==> src/rtl/fpm_pkg.sv <==
// Package fpm_pkg
// Shared widths, derived constants and types of the single-precision
// multiplier. Assumes the binary32 word layout: sign, biased exponent,
// fraction with an implied leading one.
package fpm_pkg;
    parameter int EXP_W  = 8;                      // exponent field width
    parameter int FRAC_W = 23;                     // stored fraction width
    localparam int WORD_W = 1 + EXP_W + FRAC_W;    // full word width
    localparam int SIG_W  = FRAC_W + 1;            // significand with hidden one
    localparam int PROD_W = 2 * SIG_W;             // significand product width
    localparam int EXT_W  = EXP_W + 3;             // signed exponent working width
    localparam int BIAS   = (1 << (EXP_W - 1)) - 1;
    localparam int EXP_TOP = (1 << EXP_W) - 1;     // all-ones exponent field

    // Operand class after unpacking
    typedef enum logic [1:0] {
        CL_NUM  = 2'd0,   // ordinary number
        CL_ZERO = 2'd1,   // zero or flushed denormal
        CL_INF  = 2'd2,   // infinity
        CL_NAN  = 2'd3    // not-a-number
    } opnd_cls_e;

    // Outcome class of the whole product, decided before rounding
    typedef enum logic [1:0] {
        PR_FINITE = 2'd0, // needs normalise and round
        PR_ZERO   = 2'd1, // exact signed zero
        PR_INF    = 2'd2, // exact signed infinity
        PR_QNAN   = 2'd3  // canonical quiet NaN, invalid
    } prod_cls_e;

    typedef struct packed {
        logic               sign;
        logic [EXP_W-1:0]   expo;
        logic [SIG_W-1:0]   sig;
        opnd_cls_e          cls;
    } opnd_t;

    // Canonical quiet NaN: exponent all ones, top fraction bit set
    localparam logic [WORD_W-1:0] QNAN_WORD =
        {1'b0, {EXP_W{1'b1}}, 1'b1, {(FRAC_W-1){1'b0}}};
endpackage

==> src/rtl/fpm_unpack.sv <==
// Module fpm_unpack
// Splits one operand word into sign, exponent and significand, restores
// the hidden one for ordinary numbers and classifies the operand.
// Assumes denormals are to be treated as zero (significand cleared).
module fpm_unpack
    import fpm_pkg::*;
(
    input  logic [WORD_W-1:0] word,
    output opnd_t             opnd
);
    logic [EXP_W-1:0]  fld_exp;
    logic [FRAC_W-1:0] fld_frac;
    logic              exp_zero;
    logic              exp_ones;

    assign fld_exp  = word[WORD_W-2 -: EXP_W];
    assign fld_frac = word[FRAC_W-1:0];
    assign exp_zero = (fld_exp == '0);
    assign exp_ones = (fld_exp == EXP_W'(EXP_TOP));

    // Classify the operand and build its significand
    always_comb begin
        opnd.sign = word[WORD_W-1];
        opnd.expo = fld_exp;
        opnd.sig  = {1'b1, fld_frac};
        opnd.cls  = CL_NUM;
        if (exp_zero) begin
            opnd.cls = CL_ZERO;
            opnd.sig = '0;
        end else if (exp_ones) begin
            opnd.cls = (fld_frac == '0) ? CL_INF : CL_NAN;
        end
    end
endmodule

==> src/rtl/fpm_sigmul.sv <==
// Module fpm_sigmul
// Unsigned product of two significands. Assumes each input is either
// zero or has its top bit set, so a nonzero product lies in [1,4).
module fpm_sigmul
    import fpm_pkg::*;
(
    input  logic [SIG_W-1:0]  sig_a,
    input  logic [SIG_W-1:0]  sig_b,
    output logic [PROD_W-1:0] prod
);
    // Full-width multiply of the two significands
    always_comb begin
        prod = PROD_W'(sig_a) * PROD_W'(sig_b);
    end

    // two normal significands give a product with one of its top two bits set
    always_comb begin
        if (sig_a[SIG_W-1] && sig_b[SIG_W-1])
            a_r3_prod_range: assert (prod[PROD_W-1:PROD_W-2] != 2'b00);
    end
endmodule

==> src/rtl/fpm_round_pack.sv <==
// Module fpm_round_pack
// Normalises a significand product in [1,4) with at most one right shift,
// rounds to nearest-even using guard, round and sticky bits, checks the
// exponent range and packs the result word with its flags.
// Assumes exp_sum already holds ea + eb - bias as a signed value.
module fpm_round_pack
    import fpm_pkg::*;
(
    input  logic                    sign,
    input  logic signed [EXT_W-1:0] exp_sum,
    input  logic [PROD_W-1:0]       prod,
    input  prod_cls_e               pcls,
    output logic [WORD_W-1:0]       word,
    output logic                    flg_inv,
    output logic                    flg_ovf,
    output logic                    flg_unf
);
    logic                    top_bit;
    logic [FRAC_W-1:0]       mant;
    logic                    g_bit;
    logic                    r_bit;
    logic                    s_bit;
    logic                    rnd_up;
    logic                    rnd_cy;
    logic [FRAC_W-1:0]       mant_r;
    logic signed [EXT_W-1:0] exp_n;
    logic signed [EXT_W-1:0] exp_r;

    assign top_bit = prod[PROD_W-1];

    // Single-step normalise: pick fraction and rounding bits by the top bit
    always_comb begin
        if (top_bit) begin
            mant  = prod[PROD_W-2 -: FRAC_W];
            g_bit = prod[SIG_W-1];
            r_bit = prod[SIG_W-2];
            s_bit = |prod[SIG_W-3:0];
            exp_n = exp_sum + EXT_W'(1);
        end else begin
            mant  = prod[PROD_W-3 -: FRAC_W];
            g_bit = prod[SIG_W-2];
            r_bit = prod[SIG_W-3];
            s_bit = |prod[SIG_W-4:0];
            exp_n = exp_sum;
        end
    end

    // Round to nearest, ties to even; a carry-out renormalises
    always_comb begin
        rnd_up           = g_bit & (r_bit | s_bit | mant[0]);
        {rnd_cy, mant_r} = {1'b0, mant} + (FRAC_W + 1)'(rnd_up);
        exp_r            = exp_n + EXT_W'(rnd_cy);
    end

    // Select the packed word and flags by product class and range
    always_comb begin
        word    = '0;
        flg_inv = 1'b0;
        flg_ovf = 1'b0;
        flg_unf = 1'b0;
        unique case (pcls)
            PR_QNAN: begin
                word    = QNAN_WORD;
                flg_inv = 1'b1;
            end
            PR_INF:  word = {sign, {EXP_W{1'b1}}, {FRAC_W{1'b0}}};
            PR_ZERO: word = {sign, {(WORD_W-1){1'b0}}};
            default: begin
                if (int'(exp_r) >= EXP_TOP) begin
                    word    = {sign, {EXP_W{1'b1}}, {FRAC_W{1'b0}}};
                    flg_ovf = 1'b1;
                end else if (int'(exp_r) <= 0) begin
                    word    = {sign, {(WORD_W-1){1'b0}}};
                    flg_unf = 1'b1;
                end else begin
                    word = {sign, exp_r[EXP_W-1:0], mant_r};
                end
            end
        endcase
    end

    // a rounding carry out of the fraction leaves an all-zero fraction
    always_comb begin
        if (rnd_cy)
            a_r5_carry_zero_frac: assert (mant_r == '0);
    end
endmodule

==> src/rtl/fpm_mul32.sv <==
// Module fpm_mul32
// Two-stage single-precision multiplier. Stage 1 unpacks both operands,
// multiplies significands, forms sign and exponent and classifies the
// product; stage 2 normalises, rounds and packs into the output register.
// Assumes a synchronous active-low reset; fixed latency of two cycles.
module fpm_mul32
    import fpm_pkg::*;
(
    input  logic              clk,
    input  logic              rst_n,
    input  logic [WORD_W-1:0] op_a,
    input  logic [WORD_W-1:0] op_b,
    output logic [WORD_W-1:0] result,
    output logic              flag_invalid,
    output logic              flag_overflow,
    output logic              flag_underflow
);
    localparam int N_OPS = 2;

    logic [WORD_W-1:0]       op_word [N_OPS];
    opnd_t                   opnd    [N_OPS];
    logic [PROD_W-1:0]       prod_c;
    logic                    sign_c;
    logic signed [EXT_W-1:0] exp_c;
    prod_cls_e               pcls_c;

    logic                    sign_q;
    logic signed [EXT_W-1:0] exp_q;
    logic [PROD_W-1:0]       prod_q;
    prod_cls_e               pcls_q;

    logic [WORD_W-1:0]       word_c;
    logic                    inv_c;
    logic                    ovf_c;
    logic                    unf_c;
    logic [1:0]              warm_q;

    assign op_word[0] = op_a;
    assign op_word[1] = op_b;

    // One unpacker per operand
    for (genvar gi = 0; gi < N_OPS; gi++) begin : g_unpack
        fpm_unpack u_unpack (
            .word (op_word[gi]),
            .opnd (opnd[gi])
        );
    end

    fpm_sigmul u_sigmul (
        .sig_a (opnd[0].sig),
        .sig_b (opnd[1].sig),
        .prod  (prod_c)
    );

    // Product sign, biased exponent sum and product class
    always_comb begin
        sign_c = opnd[0].sign ^ opnd[1].sign;
        exp_c  = $signed({{(EXT_W-EXP_W){1'b0}}, opnd[0].expo})
               + $signed({{(EXT_W-EXP_W){1'b0}}, opnd[1].expo})
               - EXT_W'(BIAS);
        if (opnd[0].cls == CL_NAN || opnd[1].cls == CL_NAN)
            pcls_c = PR_QNAN;
        else if ((opnd[0].cls == CL_INF && opnd[1].cls == CL_ZERO) ||
                 (opnd[0].cls == CL_ZERO && opnd[1].cls == CL_INF))
            pcls_c = PR_QNAN;
        else if (opnd[0].cls == CL_INF || opnd[1].cls == CL_INF)
            pcls_c = PR_INF;
        else if (opnd[0].cls == CL_ZERO || opnd[1].cls == CL_ZERO)
            pcls_c = PR_ZERO;
        else
            pcls_c = PR_FINITE;
    end

    // Stage 1 register: product, sign, exponent and class
    always_ff @(posedge clk) begin
        if (!rst_n) begin
            sign_q <= 1'b0;
            exp_q  <= '0;
            prod_q <= '0;
            pcls_q <= PR_ZERO;
        end else begin
            sign_q <= sign_c;
            exp_q  <= exp_c;
            prod_q <= prod_c;
            pcls_q <= pcls_c;
        end
    end

    fpm_round_pack u_round_pack (
        .sign    (sign_q),
        .exp_sum (exp_q),
        .prod    (prod_q),
        .pcls    (pcls_q),
        .word    (word_c),
        .flg_inv (inv_c),
        .flg_ovf (ovf_c),
        .flg_unf (unf_c)
    );

    // Stage 2 register: packed result and flags
    always_ff @(posedge clk) begin
        if (!rst_n) begin
            result         <= '0;
            flag_invalid   <= 1'b0;
            flag_overflow  <= 1'b0;
            flag_underflow <= 1'b0;
        end else begin
            result         <= word_c;
            flag_invalid   <= inv_c;
            flag_overflow  <= ovf_c;
            flag_underflow <= unf_c;
        end
    end

    // Cycles since reset, saturating, for the two-cycle sign check
    always_ff @(posedge clk) begin
        if (!rst_n)
            warm_q <= 2'd0;
        else if (warm_q != 2'd3)
            warm_q <= warm_q + 2'd1;
    end

    // invalid flag comes with the canonical quiet NaN
    a_r10_invalid_qnan: assert property (@(posedge clk) disable iff (!rst_n)
        flag_invalid |-> result == QNAN_WORD);

    // overflow comes with an infinite magnitude
    a_r6_overflow_inf: assert property (@(posedge clk) disable iff (!rst_n)
        flag_overflow |-> result[WORD_W-2:0] == {{EXP_W{1'b1}}, {FRAC_W{1'b0}}});

    // underflow comes with a zero magnitude
    a_r7_underflow_zero: assert property (@(posedge clk) disable iff (!rst_n)
        flag_underflow |-> result[WORD_W-2:0] == '0);

    // never more than one flag
    a_r11_flags_onehot0: assert property (@(posedge clk) disable iff (!rst_n)
        $onehot0({flag_invalid, flag_overflow, flag_underflow}));

    // result sign follows the operand signs of two cycles before
    a_r2_sign_xor: assert property (@(posedge clk) disable iff (!rst_n)
        (warm_q >= 2'd2 && !flag_invalid) |->
            result[WORD_W-1] == $past(op_a[WORD_W-1] ^ op_b[WORD_W-1], 2));
endmodule

==> config.mk <==
export PLATFORM = sky130hd
export DESIGN_NAME = fpm_mul32
export DESIGN_NICKNAME = d
export VERILOG_FILES = /design/src/rtl/fpm_pkg.sv /design/src/rtl/fpm_unpack.sv /design/src/rtl/fpm_sigmul.sv /design/src/rtl/fpm_round_pack.sv /design/src/rtl/fpm_mul32.sv
export SDC_FILE = /design/constraint.sdc
export NUM_CORES = 2
export LEC_CHECK = 0
export ABC_AREA = 1
export BUFFER_PORTS_ARGS = -buffer_cell sky130_fd_sc_hd__buf_2
export CELL_PAD_IN_SITES_DETAIL_PLACEMENT = 0
export CELL_PAD_IN_SITES_GLOBAL_PLACEMENT = 1
export CORE_MARGIN = 2
export CORE_UTILIZATION = 45
export CTS_CLUSTER_SIZE = 16
export DETAILED_ROUTE_END_ITERATION = 16
export PLACE_DENSITY_LB_ADDON = 0.1
export SLEW_MARGIN = 40
export SYNTH_ARGS = -nofsm -noshare
export SYNTH_HDL_FRONTEND = slang
export SYNTH_SLANG_ARGS = --single-unit
==> constraint.sdc <==
create_clock -name clk -period 19.7 [get_ports clk]
set_clock_uncertainty 0.2 [all_clocks]
set_input_delay 3.94 -clock clk [delete_from_list [all_inputs] [get_ports clk]]
set_output_delay 3.94 -clock clk [all_outputs]
set_load 0.1 [all_outputs]
; ---- After elaboration in Yosys (flattened, before gate mapping)
; Index checks and enable logic that the tools add are counted.
[classes]
n_addsub = 5
n_mul = 1
order_cmp = 2
eq_ne = 11
n_mux = 23
n_bitwise = 5
n_reduce_logical = 15
[op_table]
columns = op, count
row1 = $pmux 32 s3, 1
row2 = $mux 31, 2
row3 = $mul 24x24->48, 1
row4 = $mux 24, 2
row5 = $logic_not 23->1, 2
row6 = $add 23x1->24, 1
row7 = $mux 23, 1
row8 = $reduce_or 22->1, 1
row9 = $reduce_or 21->1, 1
row10 = $eq 8x8->1 const B, 2
row11 = $logic_not 8->1, 2
row12 = $mux 2, 7
row13 = $eq 2x2->1 const B, 6
row14 = $add 11x1->11, 1
row15 = $add 11x2->11 const B, 1
row16 = $ge 11x9->1 const B, 1
row17 = $le 11x1->1 const B, 1
row18 = $mux 11, 1
row19 = $sub 9x7->10 const B, 1
row20 = $add 8x8->9, 1
row21 = $mux 1, 9
row22 = $eq 2x1->1 const B, 3
row23 = $reduce_or 5->1, 1
row24 = $logic_or 1x1->1, 4
row25 = other kinds (7), 9
[word_totals]
ff_bits = 97
in_bits = 66
output_inout_bits = 35
word_cells = 71

; ---- Logic depth before layout (Yosys ltp)
[depth]
depth_word = 11
mapped_depth = 37
mapped_depth_nobuf = 37

; ---- Modules after synthesis
; Synthesis repeated with hierarchy kept, for this count alone.
[hier_totals]
hier_cells = 3820
area_unflattened_um2 = 26653.1
[modules_own_cells]
columns = module, n_inst, cells_each, area_each_um2, seq_area_each_um2
row1 = fpm_sigmul, 1, 2876, 20606.0, 0.0
row2 = fpm_mul32, 1, 360, 3121.7, 1921.8
row3 = fpm_round_pack, 1, 404, 2089.5, 0.0
row4 = fpm_unpack, 2, 90, 417.9, 0.0

; ---- Worst setup path after synthesis
; Ideal clock, no wire load.
[synth_timing]
path_kind = input to register
from = input port op_b[25]
to = register prod_q[38]
setup_time_ns = 0.122
arrival_ns = 10.297
required_time_ns = 19.378
setup_slack_ns = 9.081
stages = 32
n_path_buf = 2
cell_sequence = nor2_1 > nand3_1 > nor2_1 > clkbuf_1 > nor2_1 > clkinv_1 > clkbuf_1 > nor2_1 > fa_1 > fa_1 > inv_1 > fa_1 > inv_1 > fa_1 > inv_1 > fa_1 > inv_1 > fa_1 > inv_1 > fa_1 > inv_1 > ha_1 > nand2_1 > inv_1 > a21oi_1 > nor2_1 > nor2_1 > o21ai_0 > a21oi_1 > o21bai_1 > o21ai_0 > a21oi_1
[synth_via]
elab_chain_cells = 3
[synth_rtl]
columns = item, line
row1 = from (decl), fpm_mul32.sv:12  ; input logic [WORD_W-1:0] op_b,
row2 = $logic_not 8->1, fpm_unpack.sv:18  ; assign exp_zero = (fld_exp == '0);
row3 = $mux 24, fpm_unpack.sv:27  ; if (exp_zero) begin
row4 = $mul 24x24->48, fpm_sigmul.sv:13  ; prod = PROD_W'(sig_a) * PROD_W'(sig_b);
row5 = to (signal assigned), fpm_mul32.sv:84  ; prod_q <= prod_c;
row6 = to (decl), fpm_mul32.sv:29  ; logic [PROD_W-1:0] prod_q;
; No other way between the ends.
; A chain may end at the register's enable or synchronous reset.

; ---- Worst setup path after layout
[layout_timing]
from = input port op_b[27]
to = register prod_q[38]
; The elaborated chain is that of the path after synthesis.

==> impl_metrics.env <==
export IMPL_cp_top_family="adder cells"
export IMPL_clock_path_buffers=2
export IMPL_crit_path_max_incr_delay_ns=0.56
export IMPL_synth_edf_count=0
export IMPL_cap_violations=0
export IMPL_synth_area_leader_cell="fa_1"
export IMPL_post_route_drc_count=0
export IMPL_post_cts_buffers=0
export IMPL_avgSynthCellArea_um2=7.677
export IMPL_path_class="in2reg"
export IMPL_grt_ovfl_total=0
export IMPL_worst_pin_slew_ns=0.8712
export IMPL_clk_insertion_delay_late_ns=0.36
export IMPL_cts_max_level=3
export IMPL_vias=20410
export IMPL_layout_setup_ws_ns=7.662
export IMPL_arrival_ns=12.12
export IMPL_fill_cells=5405
export IMPL_port_buffers=100
export IMPL_initial_utilization_pct=45.56
export IMPL_num_rows=84
export IMPL_cts_clk_slew_worst_paths_ns=0.07
export IMPL_core_area_um2=52550
export IMPL_cp_end_kind="register"
export IMPL_fin_crit_sh_pct=61.11
export IMPL_postRouteWirelength_mm=82.32
export IMPL_fin_tns_setup_ns=0
export IMPL_critPathRequiredTime_ns=19.78
export IMPL_dp_slack_ns=7.458
export IMPL_antenna_found_initial=1
export IMPL_first_pass_iters=5
export IMPL_die_area_um2=55070
export IMPL_start_kind="input pin"
export IMPL_synth_ff_type="dfxtp_1"
export IMPL_r2r_cells=28
export IMPL_antenna_cells=0
export IMPL_yosysTopAreaCellShare_pct=40.38
export IMPL_syn_nets=3866
export IMPL_globalplace_congestion=0.9577
export IMPL_timing_final_crit_period_ns=12.04
export IMPL_ys_types=54
export IMPL_r2r_setup_slack_ns=14.19
export IMPL_path_buf_inv=10
export IMPL_clock_sinks=96
export IMPL_reg2reg_to="result[21]$_SDFF_PN0_"
export IMPL_hold_start="sign_q$_SDFF_PN0_"
export IMPL_synth_area_top_cells="fa_1 40%, inv_1 12%, ha_1 10%, nand2_1 8.4%, dfxtp_1 8.0%"
export IMPL_grt_pass1_wl_mm=128.7
export IMPL_hold_buffers=0
export IMPL_tritoncts="yes"
export IMPL_viasPerCell=5.259
export IMPL_finalMaxSlewViolations=0
export IMPL_synth_area_um2=23940
export IMPL_fin_hold_ws_ns=0.2323
export IMPL_cp_max_fo=33
export IMPL_grt_max_degree=57
export IMPL_ctsResizeCount=0
export IMPL_ys_seq_area_share_pct=8.026
export IMPL_relSlewSlack_pct=41.71
export IMPL_cts_buffers=9
export IMPL_regArea_um2=1923
export IMPL_min_path_type="reg2reg"
export IMPL_final_antenna_net_count=0
export IMPL_post_drt_wl_per_cell_um=21.22
export IMPL_die_y_um=234.7
export IMPL_first_iter_violations=1463
export IMPL_yosysWarningCount=0
export IMPL_hold_end="result[31]$_SDFF_PN0_"
export IMPL_regToRegStartpoint="prod_q[47]$_SDFF_PN0_"
export IMPL_fp_dieW_um=234.7
export IMPL_ios=101
export IMPL_rsz0062_at_grt="false"
export IMPL_clock_fmax_mhz=83.07
export IMPL_drive_gt1_share_pct=7.487
export IMPL_hold_viol=0
export IMPL_min_path_cells=2
export IMPL_multi_input_area_um2=18700
export IMPL_cts_root_buf="clkbuf_16"
export IMPL_grt_pass1_vias=21570
export IMPL_synthCells=3119
export IMPL_run_status="completed"
export IMPL_dp_hpwl_mm=70.12
export IMPL_grt_use_total_pct=30.84
export IMPL_syn_to_final_growth_pct=6.887
export IMPL_setup_viol=0
export IMPL_synth_async_reset_ratio_pct=0
export IMPL_ys_ff_latch=96
export IMPL_crit_path_top_delay_cell="fa_1"
export IMPL_nNetsFinal=3934
## worst max-delay path by stage
stage                     cells past startpoint  startpoint                     to
after floorplan                              32    op_b[25]  prod_q[38]$_SDFF_PN0_
after global placement                       31    op_b[27]  prod_q[38]$_SDFF_PN0_
after detailed placement                     31    op_b[27]  prod_q[38]$_SDFF_PN0_
after CTS                                    31    op_b[27]  prod_q[38]$_SDFF_PN0_
after global routing                         30    op_a[25]  prod_q[38]$_SDFF_PN0_
final                                        31    op_b[27]  prod_q[38]$_SDFF_PN0_
## cell usage after synthesis (all sizes together), types with 18 or more instances
cell	number
a21oi	99
clkbuf	78
dfxtp	96
fa	483
ha	198
inv	777
nand2	543
nand3	58
nand4	20
nor2	523
nor3	18
nor4	18
o21ai	103
## flip-flops by register name, summed over array words and instances (netlist names)
signal          count
flag_invalid        1
result             32
flag_underflow      1
flag_overflow       1
exp_q              10
prod_q             48
sign_q              1
pcls_q              2
## stage by stage
step / cells / cell area, um^2 / utilization [%]
floorplan: 3119 / 23940 / -
global route: 3880 / 25590 / 48.70
finish: 3880 / 25590 / 48.70
CTS: 3880 / 25590 / 48.70
global placement: 3864 / 25260 / 48.08
detailed placement: 3864 / 25280 / 48.10
## cells in the final DEF, fill, tap and decap left out, drive strengths merged, types with 3 or more instances in the layout
| master | netlist | layout |
|---|---|---|
| a21boi | 4 | 4 |
| fa | 483 | 483 |
| xor2 | 12 | 12 |
| nor4 | 18 | 18 |
| nand4 | 20 | 20 |
| nand2 | 543 | 543 |
| ha | 198 | 198 |
| nand3 | 58 | 58 |
| dfxtp | 96 | 96 |
| nor2 | 523 | 523 |
| a21o | 6 | 6 |
| mux2i | 7 | 7 |
| a21oi | 99 | 99 |
| clkbuf | 78 | 10 |
| nand3b | 3 | 3 |
| xnor2 | 6 | 6 |
| or2 | 8 | 8 |
| o21a | 8 | 8 |
| o21ai | 103 | 103 |
| clkinv | 12 | 14 |
| a31oi | 8 | 8 |
| nor3 | 18 | 18 |
| buf | 9 | 144 |
| o21bai | 9 | 9 |
| inv | 777 | 779 |
## kinds of logic (layout without fill, tap and decap cells)
| kind of cell | Yosys count | in the layout | synth area share (%) |
|---|---|---|---|
| AO/OA/AOI/OAI | 244 | 244 | 5.706 |
| XOR/XNOR | 18 | 18 | 0.6584 |
| adder cells (fa/ha/maj) | 681 | 681 | 50.73 |
| buffers and inverters | 876 | 949 | 14.00 |
| flip-flops | 96 | 96 | 8.026 |
| multiplexers | 7 | 7 | 0.3240 |
| AND/OR/NAND/NOR | 1197 | 1197 | 20.56 |
## metal layers
layer	part of all wire (%)	GRT usage (%)	vias to the layer above	wire length, um
met5	0	0	-	0
met4	3.6	9.110	0	2947
met3	7.6	5.909	148	6233
met2	46	50.20	778	37750
met1	43	41.83	10190	35390
li1	-	-	9289	-
## worst min-delay path: cells and delay by family, from the launching register on
kind             cells  cell delay, ns
AO/OA/AOI/OAI        1            0.05
flip-flops           1            0.30
AND/OR/NAND/NOR      1            0.04
## cell type report
cell class	count	share of cell area, %
multi-input cells	2147	73.08
inverters	789	11.57
flip-flops and latches	96	7.514
well taps	688	3.363
repair buffers	144	3.246
clock buffers	10	0.9338
clock inverters	6	0.2933
Power is not shown: default switching activity piles up to over one toggle a cycle in this logic, so the estimate is an artifact.
